File: config.mk
export PLATFORM = sky130hd
export DESIGN_NAME = spi_cmd_rx
export DESIGN_NICKNAME = d
export VERILOG_FILES = /design/src/rtl/spi_rx_pkg.sv /design/src/rtl/spi_in_sync.sv /design/src/rtl/spi_frame_rx.sv /design/src/rtl/spi_status_tx.sv /design/src/rtl/spi_cmd_rx.sv
export SDC_FILE = /design/constraint.sdc
export NUM_CORES = 1
export LEC_CHECK = 0
export ABC_CLOCK_PERIOD_IN_PS = 2300
export BUFFER_PORTS_ARGS = -buffer_cell sky130_fd_sc_hd__buf_2
export CORE_MARGIN = 3
export CORE_UTILIZATION = 45
export CTS_CLUSTER_SIZE = 12
export DETAILED_ROUTE_END_ITERATION = 6
export PLACE_DENSITY = 0.77
export SLEW_MARGIN = 10
export SYNTH_ARGS = -nofsm -noshare
export SYNTH_HDL_FRONTEND = slang
export SYNTH_HIERARCHICAL = 1
export SYNTH_SLANG_ARGS = --single-unit
File: constraint.sdc
create_clock -name clk -period 2.3 [get_ports clk]
set_clock_uncertainty 0.15 [all_clocks]
set_input_delay 0.46 -clock clk [delete_from_list [all_inputs] [get_ports clk]]
set_output_delay 0.46 -clock clk [all_outputs]
set_load 0.05 [all_outputs]
File: src/rtl/spi_rx_pkg.sv
package spi_rx_pkg;
  typedef enum logic [1:0] {
    ST_RECV = 2'd0,
    ST_SEND = 2'd1,
    ST_HOLD = 2'd2
  } link_state_t;
endpackage

File: src/rtl/spi_in_sync.sv
module spi_in_sync #(
  parameter int STAGES = 2
) (
  input  logic clk,
  input  logic rst,
  input  logic sce_n,
  input  logic sclk,
  input  logic sdin,
  input  logic dc_in,
  output logic sel_off,
  output logic clk_rise,
  output logic clk_fall,
  output logic din_s,
  output logic dc_s
);
  // bit order within a stage: {dc, sdin, sclk, sce_n}
  localparam logic [3:0] IDLE_V = 4'b0001;

  logic [3:0] stg [STAGES];
  logic       sclk_d;

  for (genvar g = 0; g < STAGES; g++) begin : g_stage
    if (g == 0) begin : g_first
      always_ff @(posedge clk) begin
        if (rst) stg[0] <= IDLE_V;
        else     stg[0] <= {dc_in, sdin, sclk, sce_n};
      end
    end else begin : g_next
      always_ff @(posedge clk) begin
        if (rst) stg[g] <= IDLE_V;
        else     stg[g] <= stg[g-1];
      end
    end
  end

  always_ff @(posedge clk) begin
    if (rst) sclk_d <= 1'b0;
    else     sclk_d <= stg[STAGES-1][1];
  end

  assign sel_off  = stg[STAGES-1][0];
  assign clk_rise = stg[STAGES-1][1] & ~sclk_d;
  assign clk_fall = ~stg[STAGES-1][1] & sclk_d;
  assign din_s    = stg[STAGES-1][2];
  assign dc_s     = stg[STAGES-1][3];
endmodule

File: src/rtl/spi_frame_rx.sv
module spi_frame_rx #(
  parameter int          DATA_W = 8,
  parameter logic [7:0]  RD_CMD = 8'hD9
) (
  input  logic              clk,
  input  logic              rst,
  input  logic              four_wire,
  input  logic              sel_off,
  input  logic              clk_rise,
  input  logic              din_s,
  input  logic              dc_s,
  input  logic              rx_enable,
  output logic              rx_valid,
  output logic [DATA_W-1:0] rx_byte,
  output logic              rx_is_data,
  output logic              rd_arm
);
  localparam int CNT_W = $clog2(DATA_W + 1);
  localparam logic [CNT_W-1:0] LAST_4W = CNT_W'(DATA_W - 1);
  localparam logic [CNT_W-1:0] LAST_3W = CNT_W'(DATA_W);

  logic [CNT_W-1:0]  bit_cnt;
  logic [DATA_W-1:0] shreg;
  logic              flag_q;
  logic [CNT_W-1:0]  last_idx;
  logic [DATA_W-1:0] next_byte;
  logic              next_flag;

  always_comb begin
    last_idx  = four_wire ? LAST_4W : LAST_3W;
    next_byte = {shreg[DATA_W-2:0], din_s};
    next_flag = four_wire ? dc_s : flag_q;
  end

  always_ff @(posedge clk) begin
    if (rst) begin
      bit_cnt    <= '0;
      shreg      <= '0;
      flag_q     <= 1'b0;
      rx_valid   <= 1'b0;
      rx_byte    <= '0;
      rx_is_data <= 1'b0;
      rd_arm     <= 1'b0;
    end else begin
      rx_valid <= 1'b0;
      rd_arm   <= 1'b0;
      if (sel_off || !rx_enable) begin
        bit_cnt <= '0;
      end else if (clk_rise) begin
        if (!four_wire && bit_cnt == '0) flag_q <= din_s;
        else                             shreg  <= next_byte;
        if (bit_cnt == last_idx) begin
          bit_cnt    <= '0;
          rx_valid   <= 1'b1;
          rx_byte    <= next_byte;
          rx_is_data <= next_flag;
          rd_arm     <= !next_flag && (next_byte == DATA_W'(RD_CMD));
        end else begin
          bit_cnt <= bit_cnt + 1'b1;
        end
      end
    end
  end


  property rx_pulse_p;
    @(posedge clk) disable iff (rst) rx_valid |=> !rx_valid;
  endproperty
  rx_single_pulse_chk: assert property (rx_pulse_p);


  property sel_quiet_p;
    @(posedge clk) disable iff (rst) sel_off |=> !rx_valid;
  endproperty
  sel_off_quiet_chk: assert property (sel_quiet_p);


  property cnt_bound_p;
    @(posedge clk) disable iff (rst) bit_cnt <= LAST_3W;
  endproperty
  bit_cnt_bound_chk: assert property (cnt_bound_p);
endmodule

File: src/rtl/spi_status_tx.sv
module spi_status_tx
  import spi_rx_pkg::*;
#(
  parameter int DATA_W = 8
) (
  input  logic              clk,
  input  logic              rst,
  input  logic              sel_off,
  input  logic              clk_rise,
  input  logic              clk_fall,
  input  logic              rd_arm,
  input  logic [DATA_W-1:0] status_in,
  output logic              sdout,
  output logic              sdout_en,
  output logic              rx_enable
);
  localparam int RC_W = (DATA_W > 1) ? $clog2(DATA_W) : 1;
  localparam logic [RC_W-1:0] LAST_RISE = RC_W'(DATA_W - 1);

  link_state_t       st;
  logic [DATA_W-1:0] tx_sr;
  logic [RC_W-1:0]   rise_cnt;

  always_ff @(posedge clk) begin
    if (rst) begin
      st       <= ST_RECV;
      tx_sr    <= '0;
      rise_cnt <= '0;
      sdout    <= 1'b0;
    end else if (sel_off) begin
      st <= ST_RECV;
    end else begin
      case (st)
        ST_RECV: if (rd_arm) begin
          st       <= ST_SEND;
          tx_sr    <= status_in;
          rise_cnt <= '0;
        end
        ST_SEND: begin
          if (clk_fall) begin
            sdout <= tx_sr[DATA_W-1];
            tx_sr <= tx_sr << 1;
          end
          if (clk_rise) begin
            if (rise_cnt == LAST_RISE) st <= ST_HOLD;
            else                       rise_cnt <= rise_cnt + 1'b1;
          end
        end
        default: st <= ST_HOLD;
      endcase
    end
  end

  assign sdout_en  = (st == ST_SEND);
  assign rx_enable = (st == ST_RECV);


  property sdout_hold_p;
    @(posedge clk) disable iff (rst) !(clk_fall && st == ST_SEND) |=> $stable(sdout);
  endproperty
  sdout_on_fall_chk: assert property (sdout_hold_p);
endmodule

File: src/rtl/spi_cmd_rx.sv
module spi_cmd_rx #(
  parameter int         DATA_W      = 8,
  parameter int         SYNC_STAGES = 2,
  parameter logic [7:0] RD_CMD      = 8'hD9
) (
  input  logic              clk,
  input  logic              rst,
  input  logic              four_wire,
  input  logic              sce_n,
  input  logic              sclk,
  input  logic              sdin,
  input  logic              dc_in,
  input  logic [DATA_W-1:0] status_in,
  output logic              sdout,
  output logic              sdout_en,
  output logic              rx_valid,
  output logic [DATA_W-1:0] rx_byte,
  output logic              rx_is_data
);
  logic sel_off, clk_rise, clk_fall, din_s, dc_s;
  logic rx_enable, rd_arm;

  spi_in_sync #(.STAGES(SYNC_STAGES)) u_sync (
    .clk(clk), .rst(rst), .sce_n(sce_n), .sclk(sclk), .sdin(sdin), .dc_in(dc_in),
    .sel_off(sel_off), .clk_rise(clk_rise), .clk_fall(clk_fall),
    .din_s(din_s), .dc_s(dc_s)
  );

  spi_frame_rx #(.DATA_W(DATA_W), .RD_CMD(RD_CMD)) u_frame (
    .clk(clk), .rst(rst), .four_wire(four_wire), .sel_off(sel_off),
    .clk_rise(clk_rise), .din_s(din_s), .dc_s(dc_s), .rx_enable(rx_enable),
    .rx_valid(rx_valid), .rx_byte(rx_byte), .rx_is_data(rx_is_data),
    .rd_arm(rd_arm)
  );

  spi_status_tx #(.DATA_W(DATA_W)) u_tx (
    .clk(clk), .rst(rst), .sel_off(sel_off), .clk_rise(clk_rise),
    .clk_fall(clk_fall), .rd_arm(rd_arm), .status_in(status_in),
    .sdout(sdout), .sdout_en(sdout_en), .rx_enable(rx_enable)
  );


  property send_blocks_rx_p;
    @(posedge clk) disable iff (rst) sdout_en |=> !rx_valid;
  endproperty
  send_blocks_rx_chk: assert property (send_blocks_rx_p);
endmodule

==> results.cfg <==
[floorplanning]
die_area_mm2 = 0.00528
die_h_um = 72.6
die_w_um = 72.6
coreArea_mm2 = 0.00414
initial_core_util = 0.482
rows = 23
io_pins = 27

[yosys]
synth_fp_nets = 215
yosysSeqAreaShare = 0.461
ys.flop_type = dfxtp_1
ys_seq_elements = 46
yosysUniqueCellTypes = 42
postSynthAreaPerCell_um2 = 10.2
synth_edf_count = 0
yosys.area.top_type = dfxtp_1
netlist.area_leader.share = 0.461
synth_area_leaders = dfxtp_1 (46%), mux2i_1 (6.5%), a21oi_1 (4.8%)
synth_area_mm2 = 0.00200
async_reset_ff_frac = 0
yosys_warnings = 6
postSynthCellCount = 196

[power_and_ir_drop]
comb_power_share = 0.039
clkPwrFrac = 0.415
power.density_mw_per_mm2 = 651
switching_share = 0.215
seq_power_share = 0.546
switchingPower_uw = 317
power.internal_uw = 1160
ir_drop_uv = 297
leakage_uw = 0.000885

[critical_path]
required_ps = 1690
worstPathCellList = nand2b_1 > inv_2 > buf_2
slowest_stage = dfxtp_1
cp-start-kind = flop
endpoint_kind = primary output
r2r_setup_slack_ps = 510
max_stage_delay_ps = 510
path_delay_family = flip-flops
worstPathArrival_ps = 1260
path_buf_inv = 2
crit_type = reg2out
crit_fanout = 10

[cts]
cts_buffers = 5
hold_buffers = 0
htreeDepth = 2
cts_resized = 0
worst_skew_pair.late_latency_ps = 300
cts_sinks = 46
root_buffer = clkbuf_8
clk_path_buf_depth = 2
post_cts_buffers = 0
cts_tree = yes
clk_pin_slew_ps = 90

[global_route]
grt_max_degree = 37
antenna_found_initial = 0
grt.overflow.total = 0
grt_pass1_wl_mm = 5.95
grt_pass1_vias = 1388
grt_usage = 0.143

[place]
port_buffers = 26
hpwl_mm = 2.51
pre_cts_ws_ps = 460
gp_congestion = 0.813

[flow_run]
maxCapViolations = 0

[sta]
relSlewSlack = 0.578
post-route-period-util = 0.814
drv_slew = 0
rsz0062_at_grt = false
post-route-min-period_ps = 1870
fmax_mhz = 534
setup_violations = 0
tightest_slew_ps = 633
timing.final.ws_setup_ps = 428
tns_ps = 0
hold_viol = 0

[routing]
dr_total_vias = 1459
first_pass_iters = 4
via_per_inst = 5.31
ant_nets = 0
wirelength_mm = 3.43
drc = 0
avgRoutedWirePerCell_um = 12.5
drtIter0Drc = 116

[hold_path]
hp-class = in2reg

[outcome]
status = finished, final reports clean

[cells_and_area]
final_layout_size_suffix_gt1_frac = 0.244
nets = 243
antennaDiodeCount = 0
syn_to_final_growth_pct = 13.5
fillers = 394
==> power by group through the flow <==
stage	Combinational, uW	Clock, uW	Sequential (uW)
after global routing	63.8	659	808
final	57.5	613	807
after detailed placement	58.1	0	825
after global placement	57.6	0	825
after floorplan	36.8	0	824
after CTS	58.2	627	807
==> per-layer routing <==
layer | vias up | wire length, um | track usage | part of all wire
met5 | - | 0 | 0 | 0
met4 | 0 | 71 | 0.0615 | 0.021
met3 | 4 | 151 | 0.0413 | 0.044
met2 | 27 | 1510 | 0.221 | 0.44
met1 | 668 | 1690 | 0.185 | 0.49
li1 | 760 | - | - | -
==> stage by stage <==
stage	hold slack, ps	utilization	cell area [um^2]	power (uW)	std cells
2_1_floorplan	233	-	2000	861	196
3_3_place_gp	236	0.519	2150	883	267
3_5_place_dp	258	0.519	2150	884	267
4_1_cts	173	0.547	2270	1490	275
5_1_grt	178	0.547	2270	1530	275
6_report	181	0.547	2270	1480	275
==> sequential cells by signal, summed over array words and instances, names as in the netlist, 2 cells and up <==
register	count
u_frame/bit_cnt	4
u_frame/rx_byte	8
u_frame/shreg	7
u_sync/stg	8
u_tx/rise_cnt	3
u_tx/st	2
u_tx/tx_sr	8
==> cells by family after synthesis <==
group	synth area share
compound gates	0.165
fa+ha+maj	0.0250
buf+inv	0.0438
flops	0.461
mux	0.0726
simple gates	0.232
==> layout make-up <==
type,count,area (um^2),area share
Multi-Input combinational cell,136,990,0.436
Clock buffer,5,68.8,0.0303
Clock inverter,3,47.5,0.0210
Timing Repair Buffer,30,160,0.0706
Sequential cell,46,921,0.406
Inverter,5,18.8,0.00827
Tap cell,50,62.6,0.0276
==> layout by cell type, fill, tap and decap left out, types with 2 or more instances in the layout <==
cell,synthesis,final
mux2i_1,13,13
nand2b_1,6,6
nor4_4,2,2
buf_2,1,26
o2bb2ai_1,10,10
or2_1,4,4
nor2_1,8,8
dfxtp_1,46,46
clkbuf_8,0,5
a21oi_1,19,19
inv_1,4,4
inv_6,0,2
buf_4,1,4
nor3_1,2,2
o21ai_0,6,6
nand2_1,8,8
nor2b_1,9,9
nand3b_1,2,2
nand4b_1,2,2
o21ai_1,8,8
nand3_1,12,12
nand4_1,3,3
ha_1,4,4
==> final timing paths <==
check	from	endpoint	cells past startpoint
max	u_tx/st[0]	sdout_en	3
min	sce_n	u_sync/stg[0][0]	2
max reg2reg	u_sync/stg[1][1]	u_frame/bit_cnt[3]	4
min reg2reg	u_sync/stg[0][0]	u_sync/stg[1][0]	1
==> synthesized netlist by cell type (2+ instances only) <==
cell / count
o21ai_1: 8
nor2_1: 8
nand2b_1: 6
nand4b_1: 2
mux2i_1: 13
nand2_1: 8
nor4_4: 2
nand4_1: 3
or2_1: 4
inv_1: 4
clkbuf_1: 3
nand3_1: 12
buf_6: 4
a21oi_1: 19
nor2b_1: 9
o21ai_0: 6
ha_1: 4
dfxtp_1: 46
nor3_1: 2
o2bb2ai_1: 10
nand3b_1: 2
Note: power is estimated with default switching activity, not from simulation.
